--- config.mk ---
export PLATFORM = sky130hd
export DESIGN_NAME = cfg_stream_top
export DESIGN_NICKNAME = d
export VERILOG_FILES = /design/src/rtl/cfg_stream_pkg.sv /design/src/rtl/cfgs_clkgen.sv /design/src/rtl/cfgs_bitstore.sv /design/src/rtl/cfgs_por.sv /design/src/rtl/cfgs_seq.sv /design/src/rtl/cfg_stream_top.sv
export SDC_FILE = /design/constraint.sdc
export NUM_CORES = 1
export LEC_CHECK = 0
export ABC_AREA = 1
export BUFFER_PORTS_ARGS = -buffer_cell sky130_fd_sc_hd__buf_2
export CORE_MARGIN = 10
export CORE_UTILIZATION = 35
export CTS_CLUSTER_SIZE = 28
export DETAILED_ROUTE_END_ITERATION = 7
export PLACE_DENSITY = 0.52
export SLEW_MARGIN = 15
export SYNTH_ARGS = -nofsm -noshare
export SYNTH_HDL_FRONTEND = slang
export SYNTH_SLANG_ARGS = --single-unit
export TNS_END_PERCENT = 50
--- constraint.sdc ---
create_clock -name clk -period 2 [get_ports clk]
set_input_delay 0.5 -clock clk [delete_from_list [all_inputs] [get_ports clk]]
set_output_delay 0.5 -clock clk [all_outputs]
set_load 0.03 [all_outputs]
--- src/rtl/cfg_stream_pkg.sv ---
package cfg_stream_pkg;

   // sequencer phases
   typedef enum logic [2:0] {
      ST_POR  = 3'd0,   // power-on interval
      ST_RUN  = 3'd1,   // streaming or standby
      ST_DONE = 3'd2,   // all bits sent, waiting for chip select to rise
      ST_TAIL = 3'd3,   // trailing clock burst
      ST_IDLE = 3'd4    // clock stopped
   } seq_state_e;

endpackage

--- src/rtl/cfgs_clkgen.sv ---
module cfgs_clkgen #(
   parameter int CLK_DIV = 4
) (
   input  logic clk,
   input  logic rst_n,
   input  logic run,
   output logic cclk,
   output logic rise_tick,
   output logic fall_tick
);
   localparam int CW   = (CLK_DIV > 2) ? $clog2(CLK_DIV) : 1;
   localparam int HALF = CLK_DIV / 2;

   logic [CW-1:0] cnt;
   logic [CW-1:0] nxt;

   initial begin : chk_div
      assert (CLK_DIV >= 2 && (CLK_DIV % 2) == 0)
         else $fatal(1, "CLK_DIV must be even and at least 2");
   end

   always_comb begin
      if (cnt == CW'(CLK_DIV - 1)) nxt = '0;
      else                         nxt = cnt + 1'b1;
   end

   // ticks announce what the next edge does to cclk
   assign rise_tick = run && (cnt == CW'(HALF - 1));
   assign fall_tick = run && (cnt == CW'(CLK_DIV - 1));

   always_ff @(posedge clk or negedge rst_n) begin
      if (!rst_n) begin
         cnt  <= '0;
         cclk <= 1'b0;
      end else if (!run) begin
         cnt  <= '0;
         cclk <= 1'b0;
      end else begin
         cnt  <= nxt;
         cclk <= (nxt >= CW'(HALF));
      end
   end

   assert_rise_R5: assert property (@(posedge clk) disable iff (!rst_n)
      rise_tick |=> cclk);
   assert_fall_R5: assert property (@(posedge clk) disable iff (!rst_n)
      fall_tick |=> !cclk);
   assert_stop_low_R7: assert property (@(posedge clk) disable iff (!rst_n)
      !run |=> !cclk);

endmodule

--- src/rtl/cfgs_bitstore.sv ---
module cfgs_bitstore #(
   parameter int DEPTH     = 256,
   parameter bit LSB_FIRST = 1'b1
) (
   input  logic                         clk,
   input  logic                         wr_en,
   input  logic [$clog2(DEPTH/8)-1:0]   wr_addr,
   input  logic [7:0]                   wr_data,
   input  logic [$clog2(DEPTH)-1:0]     rd_addr,
   output logic                         rd_bit
);
   localparam int AW     = $clog2(DEPTH);
   localparam int BAW    = $clog2(DEPTH / 8);
   localparam int NBYTES = DEPTH / 8;

   logic [7:0]     mem [NBYTES];
   logic [BAW-1:0] byte_sel;
   logic [2:0]     bit_sel;
   logic [7:0]     cur_byte;

   initial begin : chk_depth
      assert (DEPTH >= 16 && (DEPTH & (DEPTH - 1)) == 0)
         else $fatal(1, "DEPTH must be a power of two of at least 16");
   end

   always_ff @(posedge clk) begin
      if (wr_en) mem[wr_addr] <= wr_data;
   end

   assign byte_sel = rd_addr[AW-1:3];
   assign bit_sel  = rd_addr[2:0];
   assign cur_byte = mem[byte_sel];

   generate
      if (LSB_FIRST) begin : g_lsb
         assign rd_bit = cur_byte[bit_sel];
      end else begin : g_msb
         assign rd_bit = cur_byte[3'd7 - bit_sel];
      end
   endgenerate

endmodule

--- src/rtl/cfgs_por.sv ---
module cfgs_por #(
   parameter int POR_CYCLES = 8
) (
   input  logic clk,
   input  logic rst_n,
   output logic busy
);
   localparam int PW = $clog2(POR_CYCLES + 1);

   logic [PW-1:0] cnt;

   initial begin : chk_por
      assert (POR_CYCLES >= 1) else $fatal(1, "POR_CYCLES must be at least 1");
   end

   always_ff @(posedge clk or negedge rst_n) begin
      if (!rst_n)                        cnt <= '0;
      else if (cnt != PW'(POR_CYCLES))   cnt <= cnt + 1'b1;
   end

   assign busy = (cnt != PW'(POR_CYCLES));

   assert_por_once_R1: assert property (@(posedge clk) disable iff (!rst_n)
      !busy |=> !busy);

endmodule

--- src/rtl/cfgs_seq.sv ---
module cfgs_seq
   import cfg_stream_pkg::*;
#(
   parameter int DEPTH       = 256,
   parameter int GRACE       = 4,
   parameter int TAIL_PULSES = 16
) (
   input  logic                     clk,
   input  logic                     rst_n,
   input  logic                     por_busy,
   input  logic                     rst_act,
   input  logic                     cs_n,
   input  logic                     rise_tick,
   input  logic                     fall_tick,
   output logic [$clog2(DEPTH)-1:0] addr,
   output logic                     drive,
   output logic                     done,
   output logic                     run,
   output logic                     err
);
   localparam int AW = $clog2(DEPTH);
   localparam int GW = $clog2(GRACE + 1);
   localparam int TW = $clog2(TAIL_PULSES + 1);
   localparam logic [AW-1:0] LAST = AW'(DEPTH - 1);

   seq_state_e    state;
   logic [GW-1:0] grace;
   logic [TW-1:0] tail;

   initial begin : chk_counts
      assert (GRACE >= 1 && TAIL_PULSES >= 1)
         else $fatal(1, "GRACE and TAIL_PULSES must be at least 1");
   end

   always_ff @(posedge clk or negedge rst_n) begin
      if (!rst_n) begin
         state <= ST_POR;
         addr  <= '0;
         grace <= '0;
         tail  <= '0;
         err   <= 1'b0;
      end else if (state == ST_POR) begin
         if (!por_busy) state <= ST_RUN;
      end else if (rst_act) begin
         state <= ST_RUN;
         addr  <= '0;
         grace <= '0;
         tail  <= '0;
         err   <= 1'b0;
      end else begin
         case (state)
            ST_RUN: begin
               if (cs_n) begin
                  if (addr != '0) err <= 1'b1;
               end else if (fall_tick) begin
                  if (addr == LAST) begin
                     state <= ST_DONE;
                     grace <= '0;
                  end else begin
                     addr <= addr + 1'b1;
                  end
               end
            end
            ST_DONE: begin
               if (cs_n) begin
                  state <= ST_TAIL;
                  tail  <= rise_tick ? TW'(1) : '0;
               end else if (fall_tick) begin
                  if (grace == GW'(GRACE - 1)) err <= 1'b1;
                  else                         grace <= grace + 1'b1;
               end
            end
            ST_TAIL: begin
               if (fall_tick && tail == TW'(TAIL_PULSES)) state <= ST_IDLE;
               else if (rise_tick)                       tail  <= tail + 1'b1;
            end
            default: ;
         endcase
      end
   end

   assign drive = (state == ST_RUN) && !cs_n && !rst_act;
   assign done  = (state == ST_DONE) || (state == ST_TAIL) || (state == ST_IDLE);
   assign run   = (state != ST_POR) && (state != ST_IDLE);

   assert_rst_clear_R2: assert property (@(posedge clk) disable iff (!rst_n)
      (state != ST_POR && rst_act) |=> (addr == '0 && !err));
   assert_hold_R3: assert property (@(posedge clk) disable iff (!rst_n)
      (state == ST_RUN && cs_n && !rst_act) |=> $stable(addr));
   assert_step_R4: assert property (@(posedge clk) disable iff (!rst_n)
      (state == ST_RUN && !cs_n && !rst_act && fall_tick && addr != LAST)
         |=> (addr == $past(addr) + 1'b1));
   assert_end_hold_R6: assert property (@(posedge clk) disable iff (!rst_n)
      (done && !rst_act) |=> done);
   assert_tail_bound_R7: assert property (@(posedge clk) disable iff (!rst_n)
      tail <= TW'(TAIL_PULSES));
   assert_err_sticky_R10: assert property (@(posedge clk) disable iff (!rst_n)
      (err && !rst_act) |=> err);

endmodule

--- src/rtl/cfg_stream_top.sv ---
module cfg_stream_top #(
   parameter int DEPTH       = 256,
   parameter int CLK_DIV     = 4,
   parameter int POR_CYCLES  = 8,
   parameter int GRACE       = 4,
   parameter int TAIL_PULSES = 16,
   parameter bit DEF_POL     = 1'b0,
   parameter bit LSB_FIRST   = 1'b1
) (
   input  logic                       clk,
   input  logic                       rst_n,
   input  logic                       wr_en,
   input  logic [$clog2(DEPTH/8)-1:0] wr_addr,
   input  logic [7:0]                 wr_data,
   input  logic                       pol_we,
   input  logic                       pol_val,
   input  logic                       oe_rst,
   input  logic                       cs_n,
   output logic                       cclk,
   output logic                       sdata,
   output logic                       sdata_en,
   output logic                       casc_n,
   output logic                       rdy_low,
   output logic                       cfg_err
);
   localparam int AW = $clog2(DEPTH);

   logic          pol_q;
   logic          rst_act;
   logic          por_busy;
   logic          run;
   logic          rise_tick;
   logic          fall_tick;
   logic [AW-1:0] addr;
   logic          drive;
   logic          done;
   logic          rd_bit;

   // stored reset polarity: 1 = high level on oe_rst asserts reset
   always_ff @(posedge clk or negedge rst_n) begin
      if (!rst_n)      pol_q <= DEF_POL;
      else if (pol_we) pol_q <= pol_val;
   end

   assign rst_act = (oe_rst == pol_q);

   cfgs_por #(.POR_CYCLES(POR_CYCLES)) u_por (
      .clk   (clk),
      .rst_n (rst_n),
      .busy  (por_busy)
   );

   cfgs_clkgen #(.CLK_DIV(CLK_DIV)) u_clk (
      .clk       (clk),
      .rst_n     (rst_n),
      .run       (run),
      .cclk      (cclk),
      .rise_tick (rise_tick),
      .fall_tick (fall_tick)
   );

   cfgs_seq #(
      .DEPTH       (DEPTH),
      .GRACE       (GRACE),
      .TAIL_PULSES (TAIL_PULSES)
   ) u_seq (
      .clk       (clk),
      .rst_n     (rst_n),
      .por_busy  (por_busy),
      .rst_act   (rst_act),
      .cs_n      (cs_n),
      .rise_tick (rise_tick),
      .fall_tick (fall_tick),
      .addr      (addr),
      .drive     (drive),
      .done      (done),
      .run       (run),
      .err       (cfg_err)
   );

   cfgs_bitstore #(.DEPTH(DEPTH), .LSB_FIRST(LSB_FIRST)) u_store (
      .clk     (clk),
      .wr_en   (wr_en),
      .wr_addr (wr_addr),
      .wr_data (wr_data),
      .rd_addr (addr),
      .rd_bit  (rd_bit)
   );

   assign sdata_en = drive;
   assign sdata    = drive & rd_bit;
   assign casc_n   = !done;
   assign rdy_low  = por_busy;

   assert_por_quiet_R1: assert property (@(posedge clk) disable iff (!rst_n)
      rdy_low |-> (!sdata_en && !cclk));
   assert_rst_tri_R2: assert property (@(posedge clk) disable iff (!rst_n)
      rst_act |-> !sdata_en);
   assert_standby_R3: assert property (@(posedge clk) disable iff (!rst_n)
      cs_n |-> !sdata_en);
   assert_casc_tri_R6: assert property (@(posedge clk) disable iff (!rst_n)
      !casc_n |-> !sdata_en);

endmodule

==> results by group, run 1 <==
Floorplan
  – Chip Height: 208 um
  – Initial Util: a little over a third
  – Die W: 208 um
  – Core area: 34700 um^2
  – Std-Cell Rows: 68
  – I/O Pins: 26
  – Die area: roughly 43000 um^2

Synthesis
  – Ranking of synthesized cells by area: edfxtp_1 (62%), nand2_1 (7.9%), nor2_1 (6.0%)
  – Area leader, netlist: edfxtp_1
  – Syn Std Cell Area: 12400 um^2
  – Register area share after synthesis: 67.7%
  – Mapped Nets: around 1200
  – Netlist cell types: 42
  – Top cell type's share of synthesized area: 62.2%
  – Yosys reg bits: 283
  – Ys flop type: edfxtp_1
  – Post-Syn Instances: 1159
  – Post-synthesis async set-or-reset flop share: 9.54%
  – Synth Area per Inst: 10.7 um^2
  – EDFF count, synth: 256
  – Yosys warns: 0

Clocking
  – Clk Latency, worst-skew pair: 0.51 ns
  – CTS Root Cell: clkbuf_16
  – Hold_buf cts: 0
  – Clk pin slew, worst setup/hold paths: roughly 0.06 ns
  – TritonCTS Buffers: 34
  – Total clock sinks: 283
  – TritonCTS clock tree: built
  – Clock buffer depth: 3
  – Htree depth: 2

Routing
  – WL final: ~34 mm
  – DR pass1 iterations: 7
  – DRT iter0 DRCs: 699
  – Vias: between 8000 and 9000
  – Via/cell ratio: 4.88
  – Drt wl/cell: 19.1 um
  – Antenna Violating Nets Remaining: 0
  – DR DRC count: 0

Run status
  – Violated checks: negative setup slack
  – Status: complete, but fails checks

Power and ir drop
  – Leak Pwr: 6.23 nW
  – Design Power: around 14 mW
  – Peak supply drop: ~0.0006 V
  – Power per cell area: 909 nW/um^2

Cells and area
  – Area growth from synthesis to layout: 26.4%
  – FILL cells: about 3200
  – Cell Count, Final, Fillers Out: 1798
  – Final Util: 45.0%
  – Footprint of the multi-input gates: about 3500 um^2
  – Register Area: 8370 um^2
  – Final Instance Area: between 15000 and 20000 um^2
  – Share of cells above drive strength 1: 21.6%
  – N_diodes: 0
  – Post-layout net count: 1350

STA
  – WHS: 0.0340 ns
  – Fin crit period: 3.19 ns
  – Final Cycle Share: 159%
  – Final worst setup slack: -1.19 ns
  – Fmax: 314 MHz
  – Final setup vio count: 8
  – Clk_skew: 0.00426 ns
  – Slew Viols, Final: 0
  – Slew of the pin with the lowest slew margin: 0.685 ns
  – Worst rel slew slack: 54.4%
  – Final Hold Viols: 0
  – RSZ-0062 raised after global routing: true

Worst setup path
  – Reg2reg end: u_seq.grace[2]
  – Kind of critical path: register to output port
  – Crit path launch type: register
  – Worst reg-to-reg path cell count: 13
  – Most frequent CP cell: nand2_1
  – Crit-path cells: inv_8, buf_12, buf_4, nand2_1, nand2_1, nand2_1, nand3_1, nand3_2, nand2_1, nand2_1, nand2_1, nand2_1, nor2_1, nand2_2, a21oi_4, buf_6
  – Crit-path max FO: 8
  – CP Launch Point: u_seq.addr[3]
  – Slowest cell on crit path: dfrtp_4
  – Crit path depth: 16
  – Worst path bufs/invs: 4
  – R2R Setup Slk: -0.05 ns
  – Critical path's largest stage delay: 0.58 ns
  – CP endpoint kind: output port
  – Delay-heaviest family, CP: simple AND/OR/NAND/NOR gates
  – Arr. time, crit path: around 2.7 ns
  – CP Data Required Time: 1.50 ns
  – FF-to-FF Start: u_seq.addr[4]
  – CP Capture Point: sdata

Global routing
  – Vias in the first global route: 8762
  – Largest net degree at the start of global routing: 43
  – Total gr overflow: 0
  – GRT Resource Usage Total: about 15%
  – First-pass GRT wire length: 52.1 mm
  – Initial antenna violation count: 0

Placed design
  – Final HPWL DP: 21.1 mm
  – GP Congestion: approximately 0.88
  – DP Area: 13900 um^2
  – I/O Buffers: 25
  – Dpl cells: 1709

Hold path
  – Worst min-delay path class: input pin to async pin

Flow run
  – MaxCap Viol Count: 0
-- worst register-to-register path, stage by stage (launching register included) --
cell	delay [ns]
dfrtp_2	0.49
buf_6	0.14
buf_12	0.13
buf_8	0.14
nand2_4	0.06
inv_4	0.06
buf_6	0.10
nand3_4	0.06
o21bai_4	0.18
nor2_4	0.07
a221oi_2	0.22
nand2_1	0.15
nand2_1	0.09
o21ai_1	0.06
-- kinds of logic after synthesis --
family,Yosys count,synth area share (%)
mux,1,0.0912
buf+inv,148,5.67
fa+ha+maj,10,1.01
simple gates,574,18.9
xor+xnor,5,0.355
compound gates,138,6.28
flops,283,67.7
-- repair_timing --
item / CTS / global route
hold endpoints to repair: 0 / 0
setup endpoints to repair: 14 / 17
setup buffers: 18 / 10
pin swaps: 15 / 30
gates resized for setup: 54 / 53
gates cloned: 2 / 4
-- through the flow --
step	setup WS [ns]	setup TNS, ns
after CTS	-1.14	-1.51
final	-1.19	-1.51
after floorplan	-0.124	-0.124
after global placement	-0.666	-1.35
after detailed placement	-0.659	-1.35
after global routing	-1.27	-3.02
-- final cells by class --
type | count | share of cell area [%]
clock inverters | 20 | 1.10
flip-flops and latches | 283 | 53.6
clock buffers | 39 | 5.70
inverters | 99 | 2.51
well taps | 455 | 3.64
repair buffers | 174 | 10.9
multi-input cells | 728 | 22.6
-- power breakdown --
part / internal [mW] / total (mW) / leakage [nW] / switching, mW
Combinational: 0.566 / 1.54 / 3.05 / 0.976
Clock: 3.57 / 5.95 / 0.525 / 2.38
Sequential: 6.60 / 6.71 / 2.66 / 0.105
-- cells in the final DEF (no fill, tap or decap), types with 14 or more instances in the layout --
cell,instances
edfxtp_1,256
nand2_1,250
nor2_1,191
buf_4,110
nand3_1,88
inv_1,80
o21ai_0,62
clkbuf_16,38
a21oi_1,24
dfrtp_1,24
buf_12,22
buf_2,21
o21ai_1,18
o211ai_1,16
buf_6,14
-- metal layers --
layer	vias to the layer above	track usage (%)	wire (um)
met5	-	0	0
met4	0	3.69	532
met3	40	2.50	1840
met2	248	24.6	16300
met1	4238	20.8	15600
li1	4246	-	-
-- synth_stat cells, drive strengths merged, types with 2 or more instances --
cell type	count
a211oi	2
a21oi	26
a31oi	2
buf	40
clkbuf	9
clkinv	5
dfrtp	27
edfxtp	256
ha	10
inv	94
nand2	262
nand3	101
nor2	198
nor3	5
nor4	2
o211ai	16
o21ai	84
o21bai	2
o22ai	3
or2	5
xnor2	2
xor2	3
-- how the worst min path moves through the flow --
stage,startpoint,to,slack [ns],cells past startpoint
3_3_place_gp,u_clk.cnt[0],u_clk.cnt[0],0.46,1
2_1_floorplan,rst_n,pol_q,0.20,0
3_5_place_dp,u_por.cnt[3],u_por.cnt[3],0.46,1
5_1_grt,rst_n,u_clk.cclk,0.07,1
4_1_cts,rst_n,u_clk.cclk,0.04,1
6_report,rst_n,u_clk.cclk,0.03,1
-- flip-flops by register name (all words and copies together) (netlist names) --
| signal | cells |
|---|---|
| u_clk.cnt | 1 |
| pol_q | 1 |
| u_seq.addr | 8 |
| u_seq.state | 3 |
| u_seq.err | 1 |
| u_por.cnt | 4 |
| u_seq.tail | 5 |
| u_seq.grace | 3 |
| u_clk.cclk | 1 |
| u_store.mem | 256 |
Power figures use the tool's default switching activity.
==> run 2, diff against run 1 <==
CORE_UTILIZATION = 55   (was 35)
PLACE_DENSITY = 0.75   (was 0.52)
==> run 2 against run 1 <==
The run still ends with negative setup slack left. Sequential power about the same. Global-route usage up 7.0 points. Utilization up 25 points. Via count up 3.9%. Die area down 33%. Largest power group unchanged.
==> results by group, run 2 (synthesis results as in run 1) <==
Global routing
  – Total gr overflow: 0
  – Initial antenna violation count: 0
  – First-pass GRT wire length: 49.6 mm
  – Largest net degree at the start of global routing: 35
  – Vias in the first global route: between 8000 and 9000
  – GRT Resource Usage Total: between 20% and 30%

Cells and area
  – Commonest non-fill, non-tap cell in the layout: edfxtp_1
  – Max reg flops: 256
  – Final Util: 69.6%
  – Cell Count, Final, Fillers Out: 1611
  – Most frequent cells in the layout: edfxtp_1 (256), nand2_1 (245), nor2_1 (188), buf_4 (99), nand3_1 (91)
  – Largest registers: u_store.mem x256, u_seq.addr x8, u_seq.tail x5
  – Post-layout net count: between 1000 and 1500
  – Area growth from synthesis to layout: 23.6%
  – N_diodes: 0
  – Most flop-heavy register: u_store.mem
  – Share of cells above drive strength 1: 21.8%

Worst setup path
  – Crit path launch type: register
  – Kind of critical path: register to output port
  – Most frequent CP cell: nand3_1
  – Critical path's largest stage delay: 0.54 ns
  – Crit-path max FO: 7
  – CP Data Required Time: about 1.5 ns
  – CP endpoint kind: output port
  – Worst path bufs/invs: 5
  – Delay-heaviest family, CP: simple AND/OR/NAND/NOR gates
  – Crit-path cells: inv_8, buf_12, buf_12, buf_12, nand2_1, nand2_1, nand2_1, nand3_1, nand3_1, nand3_1, nand3_1, nand3_1, nand2_2, a21oi_4, buf_6
  – Arr. time, crit path: 2.73 ns
  – Slowest cell on crit path: dfrtp_4

Routing
  – DR DRC count: 0
  – DR pass1 iterations: 5
  – WL final: 32.2 mm
  – Drt wl/cell: 20.0 um
  – Via/cell ratio: around 5.7
  – Antenna Violating Nets Remaining: 0
  – Vias: about 9100
  – DRT iter0 DRCs: 1205

STA
  – Worst rel slew slack: 52.8%
  – Clk_skew: 0.00654 ns
  – Final worst setup slack: -1.23 ns
  – Fin Setup TNS: -3.69 ns
  – Slew Viols, Final: 0
  – Fmax: 310 MHz
  – Final Cycle Share: 161%
  – Final setup vio count: 18
  – RSZ-0062 raised after global routing: true
  – Fin crit period: 3.23 ns
  – Slew of the pin with the lowest slew margin: ~0.71 ns
  – Final Hold Viols: 0

Hold path
  – Worst min-delay path class: input pin to register

Placed design
  – GP Congestion: 0.926
  – Dpl cells: around 1500
  – Final HPWL DP: 18.9 mm
  – I/O Buffers: 25
  – Post-place setup slack: -0.634 ns

Floorplan
  – I/O Pins: 26
  – Die area: 28900 um^2
  – Chip Height: 170 um
  – Core area: between 20000 and 25000 um^2
  – Die W: 170 um
  – Std-Cell Rows: 54
  – Initial Util: 56.3%

Clocking
  – Total clock sinks: 283
  – Clk pin slew, worst setup/hold paths: 0.06 ns
  – TritonCTS Buffers: 29
  – Clk Latency, worst-skew pair: 0.55 ns
  – TritonCTS clock tree: built
  – Clock buffer depth: 3
  – CTS Root Cell: clkbuf_16
  – Htree depth: 1

Flow run
  – MaxCap Viol Count: 0

Power and ir drop
  – Power per cell area: 880 nW/um^2
  – Leak Pwr: 6.14 nW
  – Peak supply drop: approximately 0.00083 V

Run status
  – Status: complete, but fails checks
  – Violated checks: negative setup slack
run 2: changes by cell type in the layout (fill, tap and decap cells not counted), sizes merged:
cell	delta
dlygate4sd3	+1
clkinvlp	+1
buf	-3
clkbuf	-5
bufbuf	-2
inv	-2
bufinv	-2
run 2: layer usage:
layer	vias to the layer above	track usage, %	wire, um	part of all wire (%)
met5	-	0	0	0
met2	437	36.4	15400	48
met1	4357	29.3	13000	40
met4	0	7.67	1150	3.6
met3	94	4.21	2680	8.3
li1	4229	-	-	-
run 2: worst paths after layout:
path | start | end | slack (ns) | cells past startpoint
worst max-delay path | u_seq.addr[3] | sdata | -1.23 | 15
worst min-delay path | pol_val | pol_q | 0.18 | 2
worst max register to register | u_seq.addr[3] | u_seq.addr[7] | -0.25 | 14
worst min register to register | u_seq.grace[0] | u_seq.grace[0] | 0.48 | 1
max in group asynchronous | rst_n | u_seq.addr[3] | 0.99 | 2
min in group asynchronous | rst_n | u_seq.grace[2] | 0.52 | 2
run 2: through the flow:
stage	hold WS (ns)	cell area, um^2	power (mW)
final	0.184	15300	13.4
after global routing	0.178	15300	13.9
after CTS	0.175	15100	13.3
after detailed placement	0.467	13500	8.03
after global placement	0.454	13500	8.00
after floorplan	0.204	12400	7.55
run 2: power breakdown:
group | switching, mW | leakage (nW) | total (mW) | internal (mW)
clock network | 2.23 | 0.450 | 5.08 | 2.85
registers | 0.0920 | 2.66 | 6.69 | 6.60
logic | 1.03 | 3.02 | 1.67 | 0.641
total | 3.35 | 6.14 | 13.4 | 10.1
run 2: timing repair:
item                                    in CTS  in global routing
hold buffers                                 1                  0
endpoints found under the hold margin       19                  0
resized for setup                           79                 33
pin swaps                                   32                 13
setup buffers                               26                  4
endpoints found under the setup margin      13                 19
cloned                                       8                  0
run 2: layout make-up:
type                    instances  area, um^2
well taps                     280         350
flip-flops and latches        283        8370
clock buffers                  37         766
inverters                      99         385
fillers                      1470        6680
clock inverters                17         130
multi-input cells             728        3550
repair buffers                167        1720
==> run 3, diff against run 2 <==
CELL_PAD_IN_SITES_DETAIL_PLACEMENT = 1   (was default)
CELL_PAD_IN_SITES_GLOBAL_PLACEMENT = 2   (was default)
CORE_UTILIZATION = 38   (was 55)
PLACE_DENSITY = 0.77   (was 0.75)
==> run 3 against run 2 <==
The run still ends with negative setup slack left. Clock-buffer cell count is 3 higher. Global-route usage is 4.2 points lower. Power is 2.3% higher. Cell count is 11% higher. Flip-flop and latch count stayed put. Register-to-register slack better by 0.09 ns. Critical path depth is 2 higher. Highest routed layer unchanged.
==> results by group, run 3 (synthesis results as in run 1) <==
Run status
  – Status: complete, but fails checks
  – Violated checks: negative setup slack

Routing
  – DR pass1 iterations: 5
  – DR DRC count: 0
  – Met3 WL: 1.57 mm
  – DRT iter0 DRCs: 581
  – Met2 wire length: 18.7 mm
  – Max Used Layer: met4
  – M1 wire length: about 16 mm
  – Vias: 9064
  – Antenna Violating Nets Remaining: 0
  – WL final: 37.5 mm
  – Via/cell ratio: 5.08
  – Drt wl/cell: about 21 um

Floorplan
  – Die W: approximately 200 um
  – Std-Cell Rows: 65
  – Core area: 31800 um^2
  – Chip Height: ~200 um
  – I/O Pins: 26
  – Initial Util: 38.8%
  – Die area: 40100 um^2

Worst setup path
  – Crit-path max FO: 7
  – Delay-heaviest family, CP: simple AND/OR/NAND/NOR gates
  – R2R Setup Slk: -0.16 ns
  – CP endpoint kind: output port
  – Crit-path cells: buf_12, clkinv_8, buf_12, buf_8, nand2_1, nand2_1, nand2_1, a21oi_2, nor2_2, nand2_1, nand2_1, nand2_1, nand2_1, nor2_1, nand2_2, a21oi_4, buf_6
  – Kind of critical path: register to output port
  – Worst path bufs/invs: 5
  – Crit path launch type: register
  – Most frequent CP cell: nand2_1
  – Arr. time, crit path: roughly 2.7 ns
  – Slowest cell on crit path: dfrtp_4
  – Critical path's largest stage delay: 0.50 ns
  – CP Data Required Time: 1.50 ns

STA
  – Final Hold Viols: 0
  – Final setup vio count: 13
  – Fin Setup TNS: -2.20 ns
  – Worst rel slew slack: 53.1%
  – Final worst setup slack: -1.23 ns
  – Slew of the pin with the lowest slew margin: ~0.70 ns
  – Final Cycle Share: 161%
  – Clk_skew: 0.0135 ns
  – Slew Viols, Final: 0
  – WHS: ~0.16 ns
  – Fin crit period: 3.23 ns
  – Fmax: 310 MHz
  – RSZ-0062 raised after global routing: true

Clocking
  – Total clock sinks: 283
  – Clock buffer depth: 3
  – Clk pin slew, worst setup/hold paths: around 0.060 ns
  – TritonCTS clock tree: built
  – Clk Latency, worst-skew pair: 0.58 ns
  – CTS Root Cell: clkbuf_16
  – TritonCTS Buffers: 31
  – Htree depth: 1

Placed design
  – DP Area: 13800 um^2
  – GP Congestion: 0.809
  – Dpl cells: 1688
  – I/O Buffers: 25
  – Post-place setup slack: -0.712 ns
  – Final HPWL DP: 23.5 mm

Cells and area
  – Largest registers: u_store.mem x256, u_seq.addr x8, u_seq.tail x5
  – Post-layout net count: 1358
  – N_diodes: 0
  – Cell Count, Final, Fillers Out: 1786
  – Commonest non-fill, non-tap cell in the layout: edfxtp_1
  – Most frequent cells in the layout: edfxtp_1 (256), nand2_1 (239), nor2_1 (181), buf_4 (117), nand3_1 (91)
  – Area growth from synthesis to layout: 26.9%
  – Final Instance Area: 15700 um^2
  – Final Util: approximately 49%
  – Most flop-heavy register: u_store.mem
  – Max reg flops: ~260
  – Share of cells above drive strength 1: 23.9%

Power and ir drop
  – Power per cell area: 878 nW/um^2
  – Leak Pwr: between 6 and 7 nW
  – Design Power: 13.8 mW
  – Peak supply drop: 0.000683 V

Global routing
  – Largest net degree at the start of global routing: 33
  – GRT Resource Usage Total: 18.0%
  – First-pass GRT wire length: 56.7 mm
  – Total gr overflow: 0
  – Initial antenna violation count: 0
  – Vias in the first global route: around 9600

Hold path
  – Worst min-delay path class: input pin to register

Flow run
  – MaxCap Viol Count: 0
-- run 3: cell type report --
type,count,area (um^2)
repair buffers,185,1840
well taps,435,544
clock buffers,40,820
multi-input cells,728,3580
clock inverters,16,140
fillers,3441,16100
inverters,99,387
flip-flops and latches,283,8370
-- run 3: worst paths after layout --
check,depth (start not counted),startpoint,to
hold reg to reg,1,u_clk.cnt[0],u_clk.cnt[0]
setup reg to reg,12,u_seq.addr[3],u_seq.state[1]
max in group asynchronous,2,rst_n,u_seq.addr[3]
hold / removal,2,pol_val,pol_q
min in group asynchronous,2,rst_n,u_seq.addr[2]
setup / recovery,17,u_seq.addr[3],sdata
-- run 3: worst reg2reg max path: stages, from the launching register on --
cell      delay (ns)
dfrtp_4         0.43
buf_6           0.15
buf_4           0.17
nand2_2         0.08
inv_2           0.08
buf_4           0.14
nand3_1         0.08
o21bai_2        0.18
nor2_2          0.10
nor4_2          0.32
nand3_2         0.16
nand2_1         0.10
o21ai_1         0.06
-- run 3: layer usage --
metal	GRT usage (%)	vias up
met5	0	-
met4	4.27	0
met3	2.22	59
met2	31.6	185
met1	23.0	4555
li1	-	4265
-- run 3: timing repair --
item | 4_1_cts | 5_1_grt
buffers inserted | 24 | 12
pin swaps | 13 | 42
resized for setup | 45 | 91
endpoints found under the setup margin | 15 | 21
endpoints found under the hold margin | 27 | 0
hold buffers | 1 | 0
cloned | 4 | 3
-- run 3: report_power, final --
part	switching [mW]	leakage [nW]	internal (mW)
clock	2.34	0.470	3.14
sequential	0.106	2.66	6.61
combinational	0.992	3.07	0.580
total	3.44	6.20	10.3
